--- src/rtl/panel_vt_pkg.sv ---
package panel_vt_pkg;

    localparam int CTRL_W    = 32;
    localparam int WIDTH_W   = 4;
    localparam int OFFSET_W  = 9;
    localparam int WIDTH_LSB = 12;
    localparam int OFFSET_LSB = 0;

    localparam logic [WIDTH_W-1:0]  WIDTH_RST  = 4'd3;
    localparam logic [OFFSET_W-1:0] OFFSET_RST = 9'd4;

    typedef struct packed {
        logic [WIDTH_W-1:0]  width;
        logic [OFFSET_W-1:0] offset;
    } vt_cfg_t;

    localparam vt_cfg_t CFG_RST = '{width: WIDTH_RST, offset: OFFSET_RST};

endpackage

--- src/rtl/panel_vt_cfg.sv ---
module panel_vt_cfg
    import panel_vt_pkg::*;
(
    input  logic              clk,
    input  logic              rst,
    input  logic              wr_en,
    input  logic [CTRL_W-1:0] wr_data,
    input  logic              load,
    output vt_cfg_t           work_cfg,
    output logic [CTRL_W-1:0] rd_data
);

    typedef struct packed {
        vt_cfg_t stage;
        vt_cfg_t work;
    } cfg_state_t;

    cfg_state_t st_d, st_q;
    logic [WIDTH_W-1:0]  wr_width;
    logic [OFFSET_W-1:0] wr_offset;
    logic                unused_rsvd;

    assign wr_width    = wr_data[WIDTH_LSB +: WIDTH_W];
    assign wr_offset   = wr_data[OFFSET_LSB +: OFFSET_W];
    assign unused_rsvd = ^{wr_data[CTRL_W-1:WIDTH_LSB+WIDTH_W],
                           wr_data[WIDTH_LSB-1:OFFSET_LSB+OFFSET_W]};

    always_comb begin
        st_d = st_q;
        if (wr_en) begin
            st_d.stage.width  = (wr_width == '0) ? WIDTH_W'(1) : wr_width;
            st_d.stage.offset = wr_offset;
        end
        if (load) begin
            st_d.work = st_q.stage;
        end
    end

    always_ff @(posedge clk) begin
        if (rst) begin
            st_q <= '{stage: CFG_RST, work: CFG_RST};
        end else begin
            st_q <= st_d;
        end
    end

    always_comb begin
        rd_data = '0;
        rd_data[WIDTH_LSB +: WIDTH_W]   = st_q.stage.width;
        rd_data[OFFSET_LSB +: OFFSET_W] = st_q.stage.offset;
    end

    assign work_cfg = st_q.work;

    assert_work_hold_R7: assert property (@(posedge clk) disable iff (rst)
        !load |=> $stable(st_q.work));

    assert_zero_clamp_R3: assert property (@(posedge clk) disable iff (rst)
        (wr_en && wr_data[WIDTH_LSB +: WIDTH_W] == '0) |=> (rd_data[WIDTH_LSB +: WIDTH_W] == WIDTH_W'(1)));

    assert_rsvd_zero_R2: assert property (@(posedge clk) disable iff (rst)
        rd_data[CTRL_W-1:WIDTH_LSB+WIDTH_W] == '0);

endmodule

--- src/rtl/panel_vt_linecnt.sv ---
module panel_vt_linecnt #(
    parameter int FRAME_LINES = 525,
    localparam int LINE_W = (FRAME_LINES > 1) ? $clog2(FRAME_LINES) : 1
) (
    input  logic              clk,
    input  logic              rst,
    input  logic              tick,
    output logic              frame_start,
    output logic [LINE_W-1:0] nxt_line
);

    localparam logic [LINE_W-1:0] LAST = LINE_W'(FRAME_LINES - 1);

    typedef struct packed {
        logic [LINE_W-1:0] line;
    } cnt_state_t;

    cnt_state_t st_d, st_q;
    logic       at_last;

    assign at_last = (st_q.line == LAST);

    always_comb begin
        st_d     = st_q;
        nxt_line = at_last ? '0 : st_q.line + LINE_W'(1);
        if (tick) begin
            st_d.line = nxt_line;
        end
    end

    assign frame_start = tick && at_last;

    always_ff @(posedge clk) begin
        if (rst) begin
            st_q <= '0;
        end else begin
            st_q <= st_d;
        end
    end

    assert_line_range_R4: assert property (@(posedge clk) disable iff (rst)
        st_q.line <= LAST);

    assert_line_hold_R4: assert property (@(posedge clk) disable iff (rst)
        !tick |=> $stable(st_q.line));

    assert_wrap_zero_R4: assert property (@(posedge clk) disable iff (rst)
        frame_start |=> (st_q.line == '0));

endmodule

--- src/rtl/panel_vt_sync.sv ---
module panel_vt_sync
    import panel_vt_pkg::*;
#(
    parameter int LINE_W = 10,
    localparam int SUM_W = ((LINE_W > OFFSET_W) ? LINE_W : OFFSET_W) + 1
) (
    input  logic              clk,
    input  logic              rst,
    input  logic              tick,
    input  logic              frame_start,
    input  logic [LINE_W-1:0] nxt_line,
    input  vt_cfg_t           cfg,
    output logic              vsync_n,
    output logic              read_start,
    output logic              image_active
);

    typedef struct packed {
        logic vs_n;
        logic rs;
        logic act;
    } sync_state_t;

    sync_state_t st_d, st_q;
    logic [SUM_W-1:0] line_ext;
    logic [SUM_W-1:0] rise_line;
    logic [SUM_W-1:0] start_line;

    assign line_ext   = SUM_W'(nxt_line);
    assign rise_line  = SUM_W'(cfg.width);
    assign start_line = SUM_W'(cfg.width) + SUM_W'(cfg.offset);

    always_comb begin
        st_d    = st_q;
        st_d.rs = 1'b0;
        if (tick) begin
            if (frame_start) begin
                st_d.vs_n = 1'b0;
                st_d.act  = 1'b0;
            end else begin
                if (line_ext == rise_line) begin
                    st_d.vs_n = 1'b1;
                end
                if (line_ext == start_line) begin
                    st_d.rs  = 1'b1;
                    st_d.act = 1'b1;
                end
            end
        end
    end

    always_ff @(posedge clk) begin
        if (rst) begin
            st_q <= '{vs_n: 1'b1, rs: 1'b0, act: 1'b0};
        end else begin
            st_q <= st_d;
        end
    end

    assign vsync_n      = st_q.vs_n;
    assign read_start   = st_q.rs;
    assign image_active = st_q.act;

    assert_fall_at_wrap_R5: assert property (@(posedge clk) disable iff (rst)
        $fell(vsync_n) |-> $past(frame_start));

    assert_strobe_single_R6: assert property (@(posedge clk) disable iff (rst)
        read_start |=> !read_start);

    assert_strobe_active_R6: assert property (@(posedge clk) disable iff (rst)
        read_start |-> image_active);

    assert_active_clear_R6: assert property (@(posedge clk) disable iff (rst)
        frame_start |=> !image_active);

    assert_out_hold_R4: assert property (@(posedge clk) disable iff (rst)
        !tick |=> ($stable(vsync_n) && $stable(image_active) && !read_start));

endmodule

--- src/rtl/panel_vtiming.sv ---
module panel_vtiming
    import panel_vt_pkg::*;
#(
    parameter int FRAME_LINES = 525,
    localparam int LINE_W = (FRAME_LINES > 1) ? $clog2(FRAME_LINES) : 1
) (
    input  logic              clk,
    input  logic              rst,
    input  logic              line_tick,
    input  logic              wr_en,
    input  logic [CTRL_W-1:0] wr_data,
    output logic [CTRL_W-1:0] rd_data,
    output logic              vsync_n,
    output logic              read_start,
    output logic              image_active
);

    logic              frame_start;
    logic [LINE_W-1:0] nxt_line;
    vt_cfg_t           work_cfg;

    panel_vt_linecnt #(.FRAME_LINES(FRAME_LINES)) u_cnt (
        .clk         (clk),
        .rst         (rst),
        .tick        (line_tick),
        .frame_start (frame_start),
        .nxt_line    (nxt_line)
    );

    panel_vt_cfg u_cfg (
        .clk      (clk),
        .rst      (rst),
        .wr_en    (wr_en),
        .wr_data  (wr_data),
        .load     (frame_start),
        .work_cfg (work_cfg),
        .rd_data  (rd_data)
    );

    panel_vt_sync #(.LINE_W(LINE_W)) u_sync (
        .clk          (clk),
        .rst          (rst),
        .tick         (line_tick),
        .frame_start  (frame_start),
        .nxt_line     (nxt_line),
        .cfg          (work_cfg),
        .vsync_n      (vsync_n),
        .read_start   (read_start),
        .image_active (image_active)
    );

endmodule

--- config.mk ---
export PLATFORM = sky130hd
export DESIGN_NAME = panel_vtiming
export DESIGN_NICKNAME = d
export VERILOG_FILES = /design/src/rtl/panel_vt_pkg.sv /design/src/rtl/panel_vt_cfg.sv /design/src/rtl/panel_vt_linecnt.sv /design/src/rtl/panel_vt_sync.sv /design/src/rtl/panel_vtiming.sv
export SDC_FILE = /design/constraint.sdc
export NUM_CORES = 1
export LEC_CHECK = 0
export ABC_CLOCK_PERIOD_IN_PS = 2400
export CORE_MARGIN = 2
export CORE_UTILIZATION = 30
export CTS_CLUSTER_SIZE = 20
export DETAILED_ROUTE_END_ITERATION = 10
export PLACE_DENSITY = 0.55
export SYNTH_ARGS = -nofsm -noshare
export SYNTH_HDL_FRONTEND = slang
export SYNTH_SLANG_ARGS = --single-unit
--- constraint.sdc ---
create_clock -name clk -period 2.4 [get_ports clk]
set_clock_uncertainty 0.2 [all_clocks]
set_input_delay 0.48 -clock clk [delete_from_list [all_inputs] [get_ports clk]]
set_output_delay 0.48 -clock clk [all_outputs]
set_load 0.02 [all_outputs]
==> results.txt <==
- Timing analysis after detailed placement gives a worst setup slack of -0.122 ns.
- In the routed layout, each cell is associated on average with a via count of 4.51.
- TritonCTS clock tree: built
* VDD IR max: 0.200 mV
- Die width: slightly above 90 um
- The routed design has 5.20 mm of wire.
* Fmax achieved: 0.406 GHz
- CTS clk-pin slew, worst paths: 0.09 ns
- Total Negative Setup Slacks: -0.0625 ns
* Chip Height: between 90 and 100 um
* Fraction of layout cells with a size suffix above 1: 16.6%
* Flops & latches, synth: 39
- The worst setup path is launched from a flip-flop.
* Initial Utilization: 30.7%
- The routed layout has 2005 vias.
- Total setup violations reported at the end of the flow: 1
- Required time worst endpoint: 2.45 ns
- Violated checks: setup timing
- Antenna violations before repair: 0
- Setup repair after global routing missed its margin: yes
- First-pass GRT wire length: 9.08 mm
- Antenna Nets Post-Route: 0
* Critical Path Stages: 12
- For flop-to-flop paths, the worst setup slack is -0.06 ns.
* Net count, final: 385
- Grouping stages by cell kind, the critical path spends the most delay in compound AO/OA/AOI/OAI gates.
- Slowest cell on the critical path: sky130_fd_sc_hd__dfxtp_2
* Overflow after GRT: 0
- The first detailed-routing pass took 4 iterations.
- CTS Buf Count: 5
- Clock insertion delay at the later pin of the skew report: 0.30 ns
* Min-Delay Path Class: reg2reg
- The tree is rooted in a sky130_fd_sc_hd__clkbuf_8.
* Overall track demand over capacity in global routing: 13.0%
- Sorting the synthesized cells by area gives the leading types as sky130_fd_sc_hd__dfxtp_1 33%, sky130_fd_sc_hd__nand2_1 6.8%, sky130_fd_sc_hd__mux2i_1 6.8%, sky130_fd_sc_hd__buf_4 6.4%, sky130_fd_sc_hd__xor2_1 5.6%.
- Dividing the final minimum period by the clock period gives 103%.
- The congestion estimate from routability-driven global placement came to 0.756.
- Together, buffers and inverters on the worst path number 3.
- I/O pin count: between 70 and 80
* Cell count after synthesis: 291
- The core region is 0.00769 mm2.
* Total standard cell area after synthesis: 0.00236 mm2
- Remaining routing DRC violations: 0
* Cell with the most instances after synthesis: sky130_fd_sc_hd__nand2_1
- Number of filler instances in the final layout: between 800 and 900
* Via count of the first global-routing pass: 2013
- Final HPWL DP: roughly 3.8 mm
* Wire length per cell: 11.7 um
* Final worst-path setup slack: -0.0625 ns
- Power per cell area: 430 mW/mm2
- Kind of critical path: reg2reg
- In this run, the number of DRC markers left after iteration 0 of detailed routing was 58.
- Total inserted antenna cells: 0
- Reported max-cap violation count: 0
- The floorplan has 32 rows.
* Clock Sink Count: 39
- The clock tree synthesis step divided the H-tree into 2 levels.
- Port Buf Inserts: 32
- After synthesis, the share of flip-flops with an asynchronous set or reset is 0%.
- The hold violation total from the final report was 0.
- After synthesis, the most frequently instantiated cells are 43 x sky130_fd_sc_hd__nand2_1, 39 x sky130_fd_sc_hd__dfxtp_1, 34 x sky130_fd_sc_hd__nor2_1.
* Critical R2R Launch: u_cfg.work_cfg[0]$_SDFFE_PP0P_
- Crit path largest cell delay: 0.36 ns
- The max-slew violation total from the final report was 0.
- The worst register-to-register path ends at u_sync.image_active$_SDFFE_PP0P_.
- Die footprint: between 0.008 and 0.009 mm2
- Number of synthesized flops with an enable pin: 0
* Synth-to-Final Area Change: 28.8%
* Arrival time worst endpoint: 2.51 ns
- The run finished, with violations left.
- Endpoint kind of the worst setup timing path: flip-flop
- Top flip-flop cell by instance count after synthesis: sky130_fd_sc_hd__dfxtp_1
* Number of warning messages in the yosys log: 0
- Maximum root-to-sink buffer count: 2
- P_leak: 1.21 nW
* Worst setup path end: u_sync.image_active$_SDFFE_PP0P_
* Yosys top cell by area: sky130_fd_sc_hd__dfxtp_1
- Of all nets on the critical path, the largest fanout is 3.
* Syn Area/Cell: 8.12 um2
* Overall power consumption: ~1.3 mW
* Largest net degree at the start of global routing: 32
- Count of unique library cells instantiated by Yosys: 45
* Area of the multi-input gates: 0.00147 mm2
* Sequential area share after synthesis: 33.0%
- After synthesis, the largest area contributor takes up 33.0% of total cell area.
- After layout, the minimum clock period comes to 2.46 ns.
* Footprint of the flip-flops and latches: 783 um2
* Worst setup startpoint: u_cfg.work_cfg[0]$_SDFFE_PP0P_
- After clock tree synthesis, the flow added hold-fix buffers numbering 0.
* Count of cells along the worst register-to-register path: 12
* Ordered list of cells on the worst path: ha_4 > inv_2 > fa_2 > nand2b_4 > a21oi_2 > buf_4 > buf_6 > and3_4 > xnor2_2 > nand4_1 > a211oi_2 > a31o_1
==> final cells by class <==
type                    count  area share (%)
clock buffers               5            2.26
flip-flops and latches     39            25.7
inverters                  10            1.23
repair buffers             60            17.6
clock inverters             3           0.658
well taps                 102            4.19
multi-input cells         226            48.4
==> worst min-delay path, delay by kind of cell (launching register included) <==
family | cells | cell delay (ns)
compound gates | 1 | 0.05
simple gates | 1 | 0.05
flops | 1 | 0.32
==> worst min-delay path by stage <==
stage                                               from                             end  slack [ns]  cells past startpoint
after floorplan           u_cfg.work_cfg[0]$_SDFFE_PP0P_  u_cfg.work_cfg[0]$_SDFFE_PP0P_        0.24                      2
after global placement    u_cfg.work_cfg[3]$_SDFFE_PP0P_  u_cfg.work_cfg[3]$_SDFFE_PP0P_        0.25                      2
after detailed placement  u_cfg.work_cfg[3]$_SDFFE_PP0P_  u_cfg.work_cfg[3]$_SDFFE_PP0P_        0.25                      2
after CTS                 u_cfg.work_cfg[3]$_SDFFE_PP0P_  u_cfg.work_cfg[3]$_SDFFE_PP0P_        0.27                      2
after global routing       u_cfg.rd_data[7]$_SDFFE_PP0P_  u_cfg.work_cfg[7]$_SDFFE_PP0P_        0.30                      2
final                     u_cfg.work_cfg[3]$_SDFFE_PP0P_  u_cfg.work_cfg[3]$_SDFFE_PP0P_        0.26                      2
==> routing by layer <==
layer	routed length, um	vias to the layer above	share of wire [%]	GRT usage [%]
met5	0	-	0	0
met1	2500	920	48	17.0
met3	176	7	3.4	2.20
met4	81	0	1.6	5.02
met2	2440	43	47	21.3
li1	-	1035	-	-
==> registers in the layout, summed over array words and instances, names as in the netlist <==
name                 cells
u_sync.read_start        1
u_cnt.st_q              10
u_sync.vsync_n           1
u_sync.image_active      1
u_cfg.work_cfg          13
u_cfg.rd_data           13
==> placed cells by master, fill, tap and decap left out, types with 2 or more instances in the layout <==
cell / n
sky130_fd_sc_hd__clkdlybuf4s50_1: 32
sky130_fd_sc_hd__o21ai_0: 5
sky130_fd_sc_hd__and3_1: 2
sky130_fd_sc_hd__clkbuf_8: 5
sky130_fd_sc_hd__nand2_1: 43
sky130_fd_sc_hd__a211oi_2: 2
sky130_fd_sc_hd__buf_4: 27
sky130_fd_sc_hd__xor2_1: 14
sky130_fd_sc_hd__dfxtp_1: 37
sky130_fd_sc_hd__nand4_1: 3
sky130_fd_sc_hd__nor3_1: 7
sky130_fd_sc_hd__a21oi_1: 18
sky130_fd_sc_hd__ha_1: 5
sky130_fd_sc_hd__nor2_1: 34
sky130_fd_sc_hd__xnor2_1: 10
sky130_fd_sc_hd__clkinvlp_4: 2
sky130_fd_sc_hd__nand2b_1: 2
sky130_fd_sc_hd__mux2i_1: 16
sky130_fd_sc_hd__inv_1: 9
sky130_fd_sc_hd__nand3_1: 11
sky130_fd_sc_hd__dfxtp_2: 2
sky130_fd_sc_hd__xnor2_2: 2
sky130_fd_sc_hd__nor4_1: 2
sky130_fd_sc_hd__a211oi_1: 3
sky130_fd_sc_hd__conb_1: 19
==> what timing repair did <==
item | in CTS | in global routing
gates resized for setup | 18 | 0
setup endpoints to repair | 2 | 2
gates cloned | 0 | 0
buffers inserted | 3 | 0
pin swaps | 7 | 5
==> cells by family (layout without fill, tap and decap cells) <==
kind of cell               after synthesis  after routing  synth area share (%)
other                                    1             19                 0.159
muxes                                   17             17                  7.25
DFF                                     39             39                  33.0
buffers and inverters                   44             78                  11.0
xor gates and xnor gates                28             28                  11.3
AOI/OAI and AO/OA                       37             37                  9.58
and+or+nand+nor                        118            118                  23.7
adders and majority gates                7              7                  4.02
==> power breakdown <==
group | internal [mW] | switching (mW) | total (mW) | leakage, nW
sequential | 0.663 | 0.0136 | 0.677 | 0.318
clock | 0.202 | 0.253 | 0.455 | 0.0402
combinational | 0.0780 | 0.0989 | 0.177 | 0.855
total | 0.944 | 0.365 | 1.31 | 1.21
==> metrics by stage <==
step / hold slack [ns] / utilization [%] / area (um2) / std cells
final: 0.262 / 39.6 / 3040 / 445
after global routing: 0.300 / 39.6 / 3040 / 445
after CTS: 0.266 / 39.6 / 3040 / 445
after detailed placement: 0.252 / 37.0 / 2840 / 434
after global placement: 0.249 / 37.0 / 2840 / 434
after floorplan: 0.236 / - / 2430 / 309
Power figures use the tool's default switching activity.
